$ cat src/rtl/lcd_host_pkg.sv
package lcd_host_pkg;
   typedef enum logic [3:0] {
      OP_NONE, OP_COL, OP_LINE, OP_PAGE, OP_ON, OP_MIR,
      OP_STAT, OP_DUTY, OP_RMW_ON, OP_RMW_OFF, OP_CLR
   } host_op_e;
endpackage

$ cat src/rtl/lcd_host_sync.sv
module lcd_host_sync #(
   parameter int SYNC = 2
) (
   input  logic       clk,
   input  logic       arst_n,
   input  logic       hrst_pin,
   input  logic       rs,
   input  logic       strb_a,
   input  logic       strb_b,
   input  logic [7:0] din,
   output logic       act,
   output logic       rd,
   output logic       cur_rs,
   output logic       ev,
   output logic       ev_rd,
   output logic       ev_rs,
   output logic [7:0] ev_din,
   output logic       hrst_fall
);
   localparam int BW = 12;
   localparam logic [BW-1:0] IDLE = 12'b0011_0000_0000;

   logic [BW-1:0] raw, s;
   assign raw = {hrst_pin, rs, strb_a, strb_b, din};

   if (SYNC == 0) begin : g_bypass
      assign s = raw;
   end else begin : g_chain
      logic [BW-1:0] stg [SYNC];
      always_ff @(posedge clk or negedge arst_n) begin
         if (!arst_n) begin
            for (int i = 0; i < SYNC; i++) stg[i] <= IDLE;
         end else begin
            stg[0] <= raw;
            for (int i = 1; i < SYNC; i++) stg[i] <= stg[i-1];
         end
      end
      assign s = stg[SYNC-1];
   end

   logic style68, p_act, p_rd, p_rs, p_hrst;
   logic [7:0] p_din;

   assign style68 = s[11];
   assign cur_rs  = s[10];
   assign act     = style68 ? s[9] : (~s[9] | ~s[8]);
   assign rd      = style68 ? s[8] : ~s[9];

   always_ff @(posedge clk or negedge arst_n) begin
      if (!arst_n) begin
         p_act <= 1'b0; p_rd <= 1'b0; p_rs <= 1'b0; p_hrst <= 1'b0; p_din <= '0;
      end else begin
         p_act <= act; p_rd <= rd; p_rs <= cur_rs; p_hrst <= s[11];
         if (act) p_din <= s[7:0];
      end
   end

   assign ev        = p_act & ~act;
   assign ev_rd     = p_rd;
   assign ev_rs     = p_rs;
   assign ev_din    = p_din;
   assign hrst_fall = p_hrst & ~s[11];
endmodule

$ cat src/rtl/lcd_host_decode.sv
module lcd_host_decode
   import lcd_host_pkg::*;
(
   input  logic [7:0] code,
   output host_op_e   op
);
   always_comb begin
      op = OP_NONE;
      if (!code[7])                        op = OP_COL;
      else if (code[7:5] == 3'b100)        op = OP_LINE;
      else if (code[7:2] == 6'b1010_00)    op = OP_PAGE;
      else if (code[7:3] == 5'b1011_0) begin
         case (code[2:1])
            2'd0:    op = OP_ON;
            2'd1:    op = OP_MIR;
            2'd2:    op = OP_STAT;
            default: op = OP_DUTY;
         endcase
      end
      else if (code == 8'hC0)              op = OP_RMW_ON;
      else if (code == 8'hC1)              op = OP_RMW_OFF;
      else if (code == 8'hC2)              op = OP_CLR;
   end
endmodule

$ cat src/rtl/lcd_host_ptr.sv
module lcd_host_ptr #(
   parameter int COLS  = 80,
   parameter int PAGES = 4,
   parameter int LINES = 32,
   localparam int CW = $clog2(COLS),
   localparam int PW = $clog2(PAGES),
   localparam int LW = $clog2(LINES)
) (
   input  logic          clk,
   input  logic          arst_n,
   input  logic          clr,
   input  logic          set_col,
   input  logic [6:0]    col_arg,
   input  logic          set_page,
   input  logic [1:0]    page_arg,
   input  logic          set_line,
   input  logic [4:0]    line_arg,
   input  logic          inc,
   output logic [CW-1:0] col_q,
   output logic [PW-1:0] page_q,
   output logic [LW-1:0] line_q
);
   localparam logic [CW-1:0] COL_LAST = CW'(COLS - 1);

   always_ff @(posedge clk or negedge arst_n) begin
      if (!arst_n) begin
         col_q <= '0; page_q <= '0; line_q <= '0;
      end else if (clr) begin
         col_q <= '0; page_q <= '0; line_q <= '0;
      end else begin
         if (set_col && int'(col_arg) < COLS) col_q <= col_arg[CW-1:0];
         else if (inc && col_q != COL_LAST)   col_q <= col_q + 1'b1;
         if (set_page && int'(page_arg) < PAGES) page_q <= page_arg[PW-1:0];
         if (set_line && int'(line_arg) < LINES) line_q <= line_arg[LW-1:0];
      end
   end


   col_range_chk: assert property (@(posedge clk) disable iff (!arst_n)
      int'(col_q) < COLS);

   page_range_chk: assert property (@(posedge clk) disable iff (!arst_n)
      int'(page_q) < PAGES);

   col_sat_chk: assert property (@(posedge clk) disable iff (!arst_n)
      (col_q == COL_LAST && inc && !set_col && !clr) |=> col_q == COL_LAST);
endmodule

$ cat src/rtl/lcd_host_if.sv
module lcd_host_if
   import lcd_host_pkg::*;
#(
   parameter int COLS    = 80,
   parameter int PAGES   = 4,
   parameter int LINES   = 32,
   parameter int RST_CYC = 16,
   parameter int SYNC    = 2,
   localparam int CW = $clog2(COLS),
   localparam int PW = $clog2(PAGES),
   localparam int LW = $clog2(LINES),
   localparam int RW = $clog2(RST_CYC + 1)
) (
   input  logic          clk,
   input  logic          arst_n,
   input  logic          hrst_pin,
   input  logic          rs,
   input  logic          strb_a,
   input  logic          strb_b,
   input  logic [7:0]    din,
   output logic [7:0]    dout,
   output logic          dout_oe,
   output logic          mem_we,
   output logic          mem_re,
   output logic [PW-1:0] mem_page,
   output logic [CW-1:0] mem_col,
   output logic [7:0]    mem_wdata,
   input  logic [7:0]    mem_rdata,
   output logic          disp_on,
   output logic          mirror,
   output logic          static_drv,
   output logic          duty32,
   output logic [LW-1:0] start_line
);
   if (COLS < 2 || COLS > 128) begin : g_bad_cols
      $error("COLS must lie in 2..128");
   end
   if (PAGES < 2 || PAGES > 4) begin : g_bad_pages
      $error("PAGES must lie in 2..4");
   end
   if (LINES < 2 || LINES > 32) begin : g_bad_lines
      $error("LINES must lie in 2..32");
   end
   if (RST_CYC < 1) begin : g_bad_rst
      $error("RST_CYC must be at least 1");
   end

   logic act, rd, cur_rs, ev, ev_rd, ev_rs, hrst_fall;
   logic [7:0] ev_din;

   lcd_host_sync #(.SYNC(SYNC)) u_sync (
      .clk(clk), .arst_n(arst_n), .hrst_pin(hrst_pin), .rs(rs),
      .strb_a(strb_a), .strb_b(strb_b), .din(din),
      .act(act), .rd(rd), .cur_rs(cur_rs), .ev(ev), .ev_rd(ev_rd),
      .ev_rs(ev_rs), .ev_din(ev_din), .hrst_fall(hrst_fall)
   );

   host_op_e op;
   lcd_host_decode u_dec (.code(ev_din), .op(op));

   logic [RW-1:0] rst_cnt;
   logic rst_busy, rd_wait, busy, accept, ins, dwr, drd, rmw;
   logic [7:0] rd_latch;

   assign rst_busy = (rst_cnt != '0);
   assign busy     = rst_busy | mem_we | mem_re | rd_wait;
   assign accept   = ev & ~busy & ~hrst_fall;
   assign ins      = accept & ~ev_rd & ~ev_rs;
   assign dwr      = accept & ~ev_rd &  ev_rs;
   assign drd      = accept &  ev_rd &  ev_rs;

   logic [CW-1:0] col_q;
   logic [PW-1:0] page_q;

   lcd_host_ptr #(.COLS(COLS), .PAGES(PAGES), .LINES(LINES)) u_ptr (
      .clk(clk), .arst_n(arst_n),
      .clr(hrst_fall | (ins && op == OP_CLR)),
      .set_col(ins && op == OP_COL),   .col_arg(ev_din[6:0]),
      .set_page(ins && op == OP_PAGE), .page_arg(ev_din[1:0]),
      .set_line(ins && op == OP_LINE), .line_arg(ev_din[4:0]),
      .inc(dwr | (drd & ~rmw)),
      .col_q(col_q), .page_q(page_q), .line_q(start_line)
   );

   always_ff @(posedge clk or negedge arst_n) begin
      if (!arst_n) begin
         rst_cnt <= '0; rmw <= 1'b0;
         disp_on <= 1'b0; mirror <= 1'b0; static_drv <= 1'b0; duty32 <= 1'b0;
      end else if (hrst_fall) begin
         rst_cnt <= RW'(RST_CYC); rmw <= 1'b0;
         disp_on <= 1'b0; mirror <= 1'b0; static_drv <= 1'b0; duty32 <= 1'b0;
      end else begin
         if (rst_busy) rst_cnt <= rst_cnt - 1'b1;
         if (ins) begin
            case (op)
               OP_ON:      disp_on    <= ev_din[0];
               OP_MIR:     mirror     <= ev_din[0];
               OP_STAT:    static_drv <= ev_din[0];
               OP_DUTY:    duty32     <= ev_din[0];
               OP_RMW_ON:  rmw        <= 1'b1;
               OP_RMW_OFF: rmw        <= 1'b0;
               default:    ;
            endcase
         end
      end
   end

   always_ff @(posedge clk or negedge arst_n) begin
      if (!arst_n) begin
         mem_we <= 1'b0; mem_re <= 1'b0; rd_wait <= 1'b0;
         mem_page <= '0; mem_col <= '0; mem_wdata <= '0; rd_latch <= '0;
      end else begin
         mem_we  <= dwr;
         mem_re  <= drd;
         rd_wait <= mem_re;
         if (dwr | drd) begin
            mem_page <= page_q;
            mem_col  <= col_q;
         end
         if (dwr) mem_wdata <= ev_din;
         if (rd_wait) rd_latch <= mem_rdata;
      end
   end

   assign dout_oe = act & rd;
   assign dout    = cur_rs ? rd_latch : {busy, mirror, ~disp_on, rst_busy, 4'b0000};


   mem_excl_chk: assert property (@(posedge clk) disable iff (!arst_n)
      !(mem_we && mem_re));

   we_pulse_chk: assert property (@(posedge clk) disable iff (!arst_n)
      mem_we |=> !mem_we);

   rst_start_chk: assert property (@(posedge clk) disable iff (!arst_n)
      hrst_fall |=> (rst_busy && !disp_on && col_q == '0));

   rst_quiet_chk: assert property (@(posedge clk) disable iff (!arst_n)
      rst_busy |-> (!mem_we && !mem_re));

   rmw_hold_chk: assert property (@(posedge clk) disable iff (!arst_n)
      (drd && rmw) |=> $stable(col_q));
endmodule

$ cat config.mk
export PLATFORM = sky130hd
export DESIGN_NAME = lcd_host_if
export DESIGN_NICKNAME = d
export VERILOG_FILES = /design/src/rtl/lcd_host_pkg.sv /design/src/rtl/lcd_host_sync.sv /design/src/rtl/lcd_host_decode.sv /design/src/rtl/lcd_host_ptr.sv /design/src/rtl/lcd_host_if.sv
export SDC_FILE = /design/constraint.sdc
export NUM_CORES = 1
export LEC_CHECK = 0
export BUFFER_PORTS_ARGS = -buffer_cell sky130_fd_sc_hd__buf_2
export CAP_MARGIN = 20
export CORE_ASPECT_RATIO = 1.4
export CORE_MARGIN = 4
export CORE_UTILIZATION = 30
export CTS_CLUSTER_DIAMETER = 200
export CTS_CLUSTER_SIZE = 12
export DETAILED_ROUTE_END_ITERATION = 7
export PLACE_DENSITY_LB_ADDON = 0.05
export SYNTH_ARGS = -nofsm -noshare
export SYNTH_HDL_FRONTEND = slang
export SYNTH_SLANG_ARGS = --single-unit
$ cat constraint.sdc
create_clock -name clk -period 2.3 [get_ports clk]
set_clock_uncertainty 0.1 [all_clocks]
set_input_delay 0.23 -clock clk [delete_from_list [all_inputs] [get_ports clk]]
set_output_delay 0.23 -clock clk [all_outputs]
set_load 0.02 [all_outputs]
[After elaboration in Yosys (flattened, before gate mapping)]
Index checks and enable logic that the tools add are counted.
Word-level totals
  register bits: 88
Operators by class
  $add $sub $neg: 2
  magnitude comparators: 1
  equality and inequality tests: 19
  multiplexer cells: 35
  bitwise operators: 28
  reduce and logical (&&, ||, !) cells: 23
Operators with widths (count)
  $mux W4: 7
  $eq A8 B8 Y1 const B: 3
  $mux W7: 3
  $mux W5: 4
  $eq A4 B3 Y1 const B: 4
  $mux W1: 16
  $reduce_bool A2 Y1: 8
  $eq A4 B4 Y1 const B: 3
  $and A1 B1 Y1: 11
  $not A1 Y1: 10
  $reduce_and A2 Y1: 5
  $eq A4 B2 Y1 const B: 2
  $mux W8: 1
  $add A7 B1 Y7 const B: 1
  $lt A7 B7 Y1 const B: 1
  $ne A7 B7 Y1 const B: 1
  $or A1 B1 Y1: 7
  $eq A6 B6 Y1 const B: 1
  $logic_and A1 B1 Y1: 6
  $pmux W2 S3: 1
  $reduce_bool A3 Y1: 2
  $eq A5 B5 Y1 const B: 1
  $reduce_bool A5 Y1: 1
  $sub A5 B1 Y5 const B: 1
  other kinds (7): 8

[Depth between registers and ports, before layout]
Gate-level depths: netlist of run 1.
  word-level depth: 15
  gate-level depth with buffers: 9
  gate-level depth less buffers: 8

[By module]
Synthesis of run 1 repeated with hierarchy kept, for this count alone.
Unflattened totals
  cell total of the unflattened synthesis: 283
  area total of the unflattened synthesis: 3652.3 sq um
Modules (own cells, without submodules)
  lcd_host_if: instances 1, cells an instance 146, area an instance 1779.2 sq um, seq. area each 950.9 sq um
  lcd_host_sync: instances 1, cells an instance 51, area an instance 1049.8 sq um, seq. area each 905.9 sq um
  lcd_host_ptr: instances 1, cells an instance 71, area an instance 714.4 sq um, seq. area each 350.3 sq um
  lcd_host_decode: instances 1, cells an instance 15, area an instance 108.9 sq um, seq. area each 0.0 sq um

[Worst setup path after synthesis of run 1]
Ideal clock, no wire load.
  path kind: register -> register
  start: register rst_cnt[0]
  end: register u_ptr.col_q[3]
  data arrival time: 2.184 ns
  setup slack: -0.109 ns
  stages on the path, launching flop included: 10
  buffers on the path: 1
  cell sequence: dfrtp_1 > inv_1 > ha_1 > nor4b_4 > nand2_1 > or3_4 > o31ai_4 > buf_6 > o22ai_1 > mux2_2
Between the ends
  word-level cells in the longest chain between the ends: 13
  elaborated cells between the ends (all ways): 22
  classes of those cells: mux (2); bitwise (14); reduce/logical (6)
RTL lines
  start, declared: line lcd_host_if.sv:61  | logic [RW-1:0] rst_cnt;
  start signal, assigned: line lcd_host_if.sv:93  | if (rst_busy) rst_cnt <= rst_cnt - 1'b1;
  $reduce_bool A5 Y1 *: line lcd_host_if.sv:65  | assign rst_busy = (rst_cnt != '0);
  $or A1 B1 Y1 * (3 in series): line lcd_host_if.sv:66  | assign busy = rst_busy | mem_we | mem_re | rd_wait;
  $not A1 Y1 *: line lcd_host_if.sv:67  | assign accept = ev & ~busy & ~hrst_fall;
  $and A1 B1 Y1 * (2 in series): line lcd_host_if.sv:67
  $and A1 B1 Y1, on equally long branches: line lcd_host_if.sv:70, lcd_host_if.sv:68, lcd_host_if.sv:69
  $and A1 B1 Y1, on equally long branches: line lcd_host_if.sv:70, lcd_host_if.sv:68
  $and A1 B1 Y1 or $logic_and A1 B1 Y1 (tied branches): line lcd_host_if.sv:81, lcd_host_if.sv:78
  $or A1 B1 Y1 or $logic_and A1 B1 Y1 (tied branches): line lcd_host_if.sv:81, lcd_host_ptr.sv:31
  $logic_and A1 B1 Y1 or $mux W7 (tied branches): line lcd_host_ptr.sv:32, lcd_host_ptr.sv:31
  $reduce_bool A3 Y1 (no source line) or $mux W7 (tied branches)
  end signal, assigned: line lcd_host_ptr.sv:32  | else if (inc && col_q != COL_LAST) col_q <= col_q + 1'b1;
  end, declared: line lcd_host_ptr.sv:19  | output logic [CW-1:0] col_q,
Every way passes the cells marked *; elsewhere a longest branch is shown, timed or not.
A chain may end at the register's enable or synchronous reset.

[Worst setup path after layout of run 1]
  start: register rst_cnt[1]
  end: register u_ptr.col_q[1]
The elaborated chain is that of the path after synthesis.

==> flow_summary.ini, run 1 <==
[floorplanning]
coreArea_sq_mm = 0.0124
start_util_pct = 30.7
die_h_microns = 141
die-area_sq_mm = 0.0145
rows = 48
io_pins = 59
die_x_microns = 103

[finish]
post-route-util_pct = 42.8
fin_nets = 453
drive_gt1_share_pct = 46.9
area_delta_synth_final_pct = 39.6
nFillCells = 1211
antenna_cells = 0

[drt]
viasPerCell = 4.66
wire_per_inst_microns = 15.2
drtPass1Iterations = 4
num_vias = 2715
routed_wirelength_mm = 8.84
drt_iter0_markers = 75
postRouteAntennaNets = 0
drc = 0

[clocking]
cts_sinks = 88
cts-root-buf = clkbuf_16
tritoncts = done
clkLatencyLatePin_ps = 340
htreeDepth = 3
clkTransAtPathRegs_ps = 70
clk_path_buf_depth = 2
cts_made_buffers = 9

[worst_setup_path]
worstPathCellList = inv_2 > ha_4 > nor4b_4 > nand2_1 > or3_4 > o31ai_4 > o22ai_1 > mux2_4
critPathArrivalTime_ps = 2480
worst_ep_required_time_ps = 2420
worstSetupStartpointType = flip-flop
max_stage_delay_ps = 390
crit_type = reg2reg
crit_fanout = 6
end_kind = flip-flop
crit_slowest_cell = dfrtp_1

[global_routing]
track_usage_pct = 13.3
grt_pass1_wl_mm = 14.9
grt_overflow = 0
grt_pass1_vias = 2906
antenna_found_initial = 0
grt_max_degree = 41

[timing]
setup_slack_ps = -63.9
setup_viol = 8
final_hold_viol_count = 0
max_slew.worst_pin.slew_ps = 528
slew_violations = 0
fin_setup_tns_ps = -305
slew_headroom_pct = 64.6
fmax_ghz = 0.423
fin_crit_sh_pct = 103
holdWs_ps = 22.8
min_period_ps = 2360
rsz0062_at_grt = yes

[hold_path]
hold_class = in2reg

[yosys]
avgSynthCellArea_sq_um = 12.8
ys_types = 54
synth_warnings = 0
synth-async-reset-ratio_pct = 100
synth-edff-count = 0
ys_seq_area_share_pct = 58.1
yosys_register_bits = 88
syn_inst = 297
syn_nets = 322
synth_ff_type = dfrtp_1
netlist_area_sq_mm = 0.00380

[run]
drv_cap = 0

[power_and_ir_drop]
p_leak_nw = 2.52
ir_drop_uv = 470
p_per_area_mw_per_mm2 = 866

[placement]
gp_congestion = 0.803
numPortBuffers = 58
place.detailed.hpwl_mm = 6.59

[run_status]
run_status = finished, violations left
violations = negative setup slack
[critical path, delay by kind of cell, from the launching register on]
kind	cells	cell delay [ps]
simple gates	3	810
compound gates	2	470
flops	1	390
mux	1	270
fa+ha+maj	1	130
buf+inv	1	90
[layer usage]
metal	wire length, microns	vias up	global-route usage, %
met1	3840	1326	17.1
met4	190	0	5.05
met2	4500	51	21.9
li1	-	1323	-
met3	305	15	2.57
met5	0	-	0
[flip-flops by register name, indices dropped and copies added, names as in the netlist, 7 cells and up]
| register | flops |
|---|---|
| u_sync.g_chain.stg | 12 |
| mem_col | 7 |
| mem_wdata | 8 |
| rd_latch | 8 |
| u_sync.ev_din | 8 |
| u_sync.s | 12 |
| u_ptr.col_q | 7 |
[cell usage in the layout (no fill, tap or decap), drive strengths merged, types with 5 or more instances in the layout]
cell type and count:
buf 118, dfrtp 84, mux2 39, nand2 21, nor2 20, dlygate4sd3 13, inv 11, mux2i 10
nand3 10, clkbuf 10, and2 8, o21ai 8, nand4 8, nor3 7, nor4 6, xnor2 5
o22ai 5
[Yosys cell counts (2+ instances only)]
| cell | n | area (sq um) |
|---|---|---|
| dfrtp_1 | 84 | 2100 |
| mux2_2 | 39 | 439 |
| nand2_1 | 21 | 78.8 |
| nor2_1 | 20 | 75.1 |
| mux2i_1 | 10 | 100 |
| nand3_1 | 10 | 50.1 |
| and2_1 | 8 | 50.1 |
| inv_1 | 8 | 30.0 |
| o21ai_0 | 8 | 40.0 |
| clkbuf_1 | 7 | 26.3 |
| nand4_1 | 6 | 37.5 |
| nor3_1 | 6 | 30.0 |
| xnor2_1 | 5 | 43.8 |
| dfstp_2 | 4 | 105 |
| nor2b_1 | 4 | 25.0 |
| nor4_1 | 4 | 25.0 |
| o22ai_1 | 4 | 25.0 |
| a41oi_1 | 3 | 26.3 |
| and3_1 | 3 | 18.8 |
| ha_1 | 3 | 37.5 |
| a211oi_1 | 2 | 15.0 |
| a21oi_1 | 2 | 10.0 |
| buf_6 | 2 | 22.5 |
| nor3b_1 | 2 | 15.0 |
| nor4b_4 | 2 | 47.6 |
| or3_1 | 2 | 12.5 |
[area by class of cell]
type                            instances  area [sq um]  area share [%]
Clock buffer                           10           239            4.51
Clock inverter                          6           138            2.60
Timing Repair Buffer                  131           915            17.3
Tap cell                              150           188            3.54
Sequential cell                        88          2210            41.6
Multi-Input combinational cell        189          1580            29.8
Inverter                                9          33.8           0.637
[where the power goes]
part	internal, W	switching, W	leakage (nW)
sequential	0.00171	0.000114	1.13
combinational	0.000502	0.000441	1.21
clock	0.00121	0.000613	0.184
[kinds of logic after synthesis]
group           Yosys count  synth area share, %
compound gates           30                 6.66
xor+xnor                  6                 1.38
fa+ha+maj                 3                0.989
buf+inv                  20                 2.47
flops                    88                 58.1
mux                      49                 14.2
simple gates            101                 16.2
[stage by stage]
stage	instance area [sq um]	cells	setup slack (ps)	power [W]
2_1_floorplan	3820	297	-24.5	0.00232
3_3_place_gp	4640	546	-69.4	0.00269
3_5_place_dp	4640	546	-118	0.00271
4_1_cts	5210	580	-56.4	0.00462
5_1_grt	5300	583	-184	0.00483
6_report	5300	583	-63.9	0.00459
[what timing repair did]
action,in CTS,in global routing
hold endpoints to repair,34,0
buffers inserted,5,4
setup endpoints to repair,24,36
pin swaps,11,8
hold buffers,13,0
gates resized for setup,5,17
[worst paths after layout]
kind / start / endpoint / slack (ps) / cells after the start
setup / recovery: rst_cnt[1] / u_ptr.col_q[1] / -60 / 8
min in group asynchronous: arst_n / rd_latch[4] / 260 / 2
max in group asynchronous: arst_n / u_sync.s[7] / 1210 / 3
hold reg to reg: u_sync.g_chain.stg[16] / u_sync.s[4] / 250 / 0
hold / removal: mem_rdata[2] / rd_latch[2] / 20 / 2
setup reg to reg: rst_cnt[1] / u_ptr.col_q[1] / -60 / 8
Power figures use the tool's default switching activity.
==> run 2: changes to the inputs <==
==> constraint.sdc (replaced) <==
create_clock -name clk -period 2.3 [get_ports clk]
set_clock_uncertainty 0.1 [all_clocks]
set_input_delay 0.46 -clock clk [delete_from_list [all_inputs] [get_ports clk]]
set_output_delay 0.46 -clock clk [all_outputs]
set_load 0.02 [all_outputs]
==> flow_summary.ini, run 2 (synthesized netlist as in run 1, its figures left out) <==
[finish]
layout_commonest_cell = dfrtp_1
area_delta_synth_final_pct = 34.3
drive_gt1_share_pct = 47.8
final_cell_mix = dfrtp_1, buf_2, buf_4, mux2_2, nand2_1
final_cells = 566
antenna_cells = 0
nFillCells = 1203
fin_nets = 436
multi_input_area_sq_mm = 0.00160
regArea_sq_mm = 0.00221
post-route-util_pct = 41.2

[clocking]
tritoncts = done
htreeDepth = 3
cts-root-buf = clkbuf_16
cts_made_buffers = 9
clkTransAtPathRegs_ps = 60
clkLatencyLatePin_ps = 330
clk_path_buf_depth = 2
cts_sinks = 88

[worst_setup_path]
crit_type = reg2out
worstSetupStartpointType = flip-flop
end_kind = output port
rr_worst_depth = 10
critPathArrivalTime_ps = 1820
crit_slowest_cell = dfrtp_1
crit_fanout = 3
r2r_end = u_ptr.page_q[0]
critPathTopFamily = flip-flops
rrSetupSlack_ps = -50
worst_ep_required_time_ps = 1740
path_buf_inv = 3
timing.rr.start = rst_cnt[0]
worstPathCellList = inv_2 > ha_4 > nor4b_4 > nand2_1 > buf_6 > mux2_4 > buf_6
crit_path_frequent_cell = buf_6
max_stage_delay_ps = 380
worstSetupStartpoint = rst_cnt[0]

[timing]
slew_headroom_pct = 42.6
setup_slack_ps = -79.5
final_hold_viol_count = 0
setup_viol = 6
fmax_ghz = 0.420
slew_violations = 0
holdWs_ps = 121
fin_setup_tns_ps = -160
fin_crit_sh_pct = 103
max_slew.worst_pin.slew_ps = 853
rsz0062_at_grt = yes
min_period_ps = 2380

[global_routing]
grt_overflow = 0
grt_pass1_wl_mm = 14.9
antenna_found_initial = 0
grt_pass1_vias = 2794
grt_max_degree = 42
track_usage_pct = 13.3

[run_status]
violations = negative setup slack
run_status = finished, violations left

[drt]
wire_per_inst_microns = 15.5
drt_iter0_markers = 95
routed_wirelength_mm = 8.77
drtPass1Iterations = 4
num_vias = 2603
viasPerCell = 4.60
drc = 0
postRouteAntennaNets = 0

[power_and_ir_drop]
total_power_w = 0.00424
p_per_area_mw_per_mm2 = 832
p_leak_nw = 2.43
ir_drop_uv = 352

[floorplanning]
die_x_microns = 103
die_h_microns = 141
die-area_sq_mm = 0.0145
start_util_pct = 30.7
io_pins = 59
rows = 48
coreArea_sq_mm = 0.0124

[placement]
gp_congestion = 0.808
place.detailed.hpwl_mm = 6.54
dp.cells = 546
numPortBuffers = 58

[run]
drv_cap = 0

[hold_path]
min_to = u_sync.g_chain.stg[21]
whs_path_depth = 1
hold_class = in2reg
min-delay-start = strb_a
-- run 2: cell types whose count changed in the layout (fill, tap and decap cells not counted), sizes merged --
cell	before	now
bufinv	4	2
dlygate4sd3	13	1
buf	118	113
clkinv	0	2
clkinvlp	0	1
inv	11	9
clkbuf	10	11
-- run 2: report_power, final --
part / switching [W] / internal (W)
Clock: 0.000580 / 0.000952
Sequential: 0.000113 / 0.00171
Combinational: 0.000431 / 0.000457
-- run 2: area by class of cell --
cell class	count	area share [%]
sequential	88	43.3
multi-input combinational	189	31.3
timing repair buffer	114	14.9
clock buffer	11	4.56
tap	150	3.68
clock inverter	5	1.59
inverter	9	0.662
-- run 2: worst reg2reg max path, delay by kind of cell (launching register included) --
| family | cells | cell delay [ps] |
|---|---|---|
| simple gates | 4 | 890 |
| buf+inv | 4 | 630 |
| flops | 1 | 380 |
| fa+ha+maj | 1 | 130 |
| mux | 1 | 100 |
-- run 2: routing by layer --
layer | share of wire (%) | global-route usage [%] | vias up
li1 | - | - | 1289
met1 | 45 | 17.5 | 1257
met2 | 49 | 20.9 | 44
met3 | 3.9 | 2.77 | 13
met4 | 2.2 | 5.46 | 0
met5 | 0 | 0 | -
-- run 2: through the flow --
step | area (sq um) | worst slack (ps)
3_3_place_gp | 4640 | -80.6
2_1_floorplan | 3820 | -24.5
3_5_place_dp | 4640 | -99.8
6_report | 5100 | -79.5
4_1_cts | 5050 | -111
5_1_grt | 5100 | -196
-- run 2: how the worst max path moves through the flow --
stage / to / slack [ps] / cells after the start
finish: dout[7] / -80 / 7
global route: u_ptr.col_q[4] / -200 / 10
CTS: dout[7] / -110 / 7
detailed placement: disp_on / -100 / 8
global placement: disp_on / -80 / 8
floorplan: u_ptr.col_q[3] / -20 / 9
-- run 2: repair_timing --
item | 4_1_cts | 5_1_grt
endpoints found under the hold margin | 26 | 0
pin swaps | 12 | 8
resized for setup | 16 | 9
hold buffers | 1 | 0
endpoints found under the setup margin | 17 | 37
setup buffers | 2 | 2
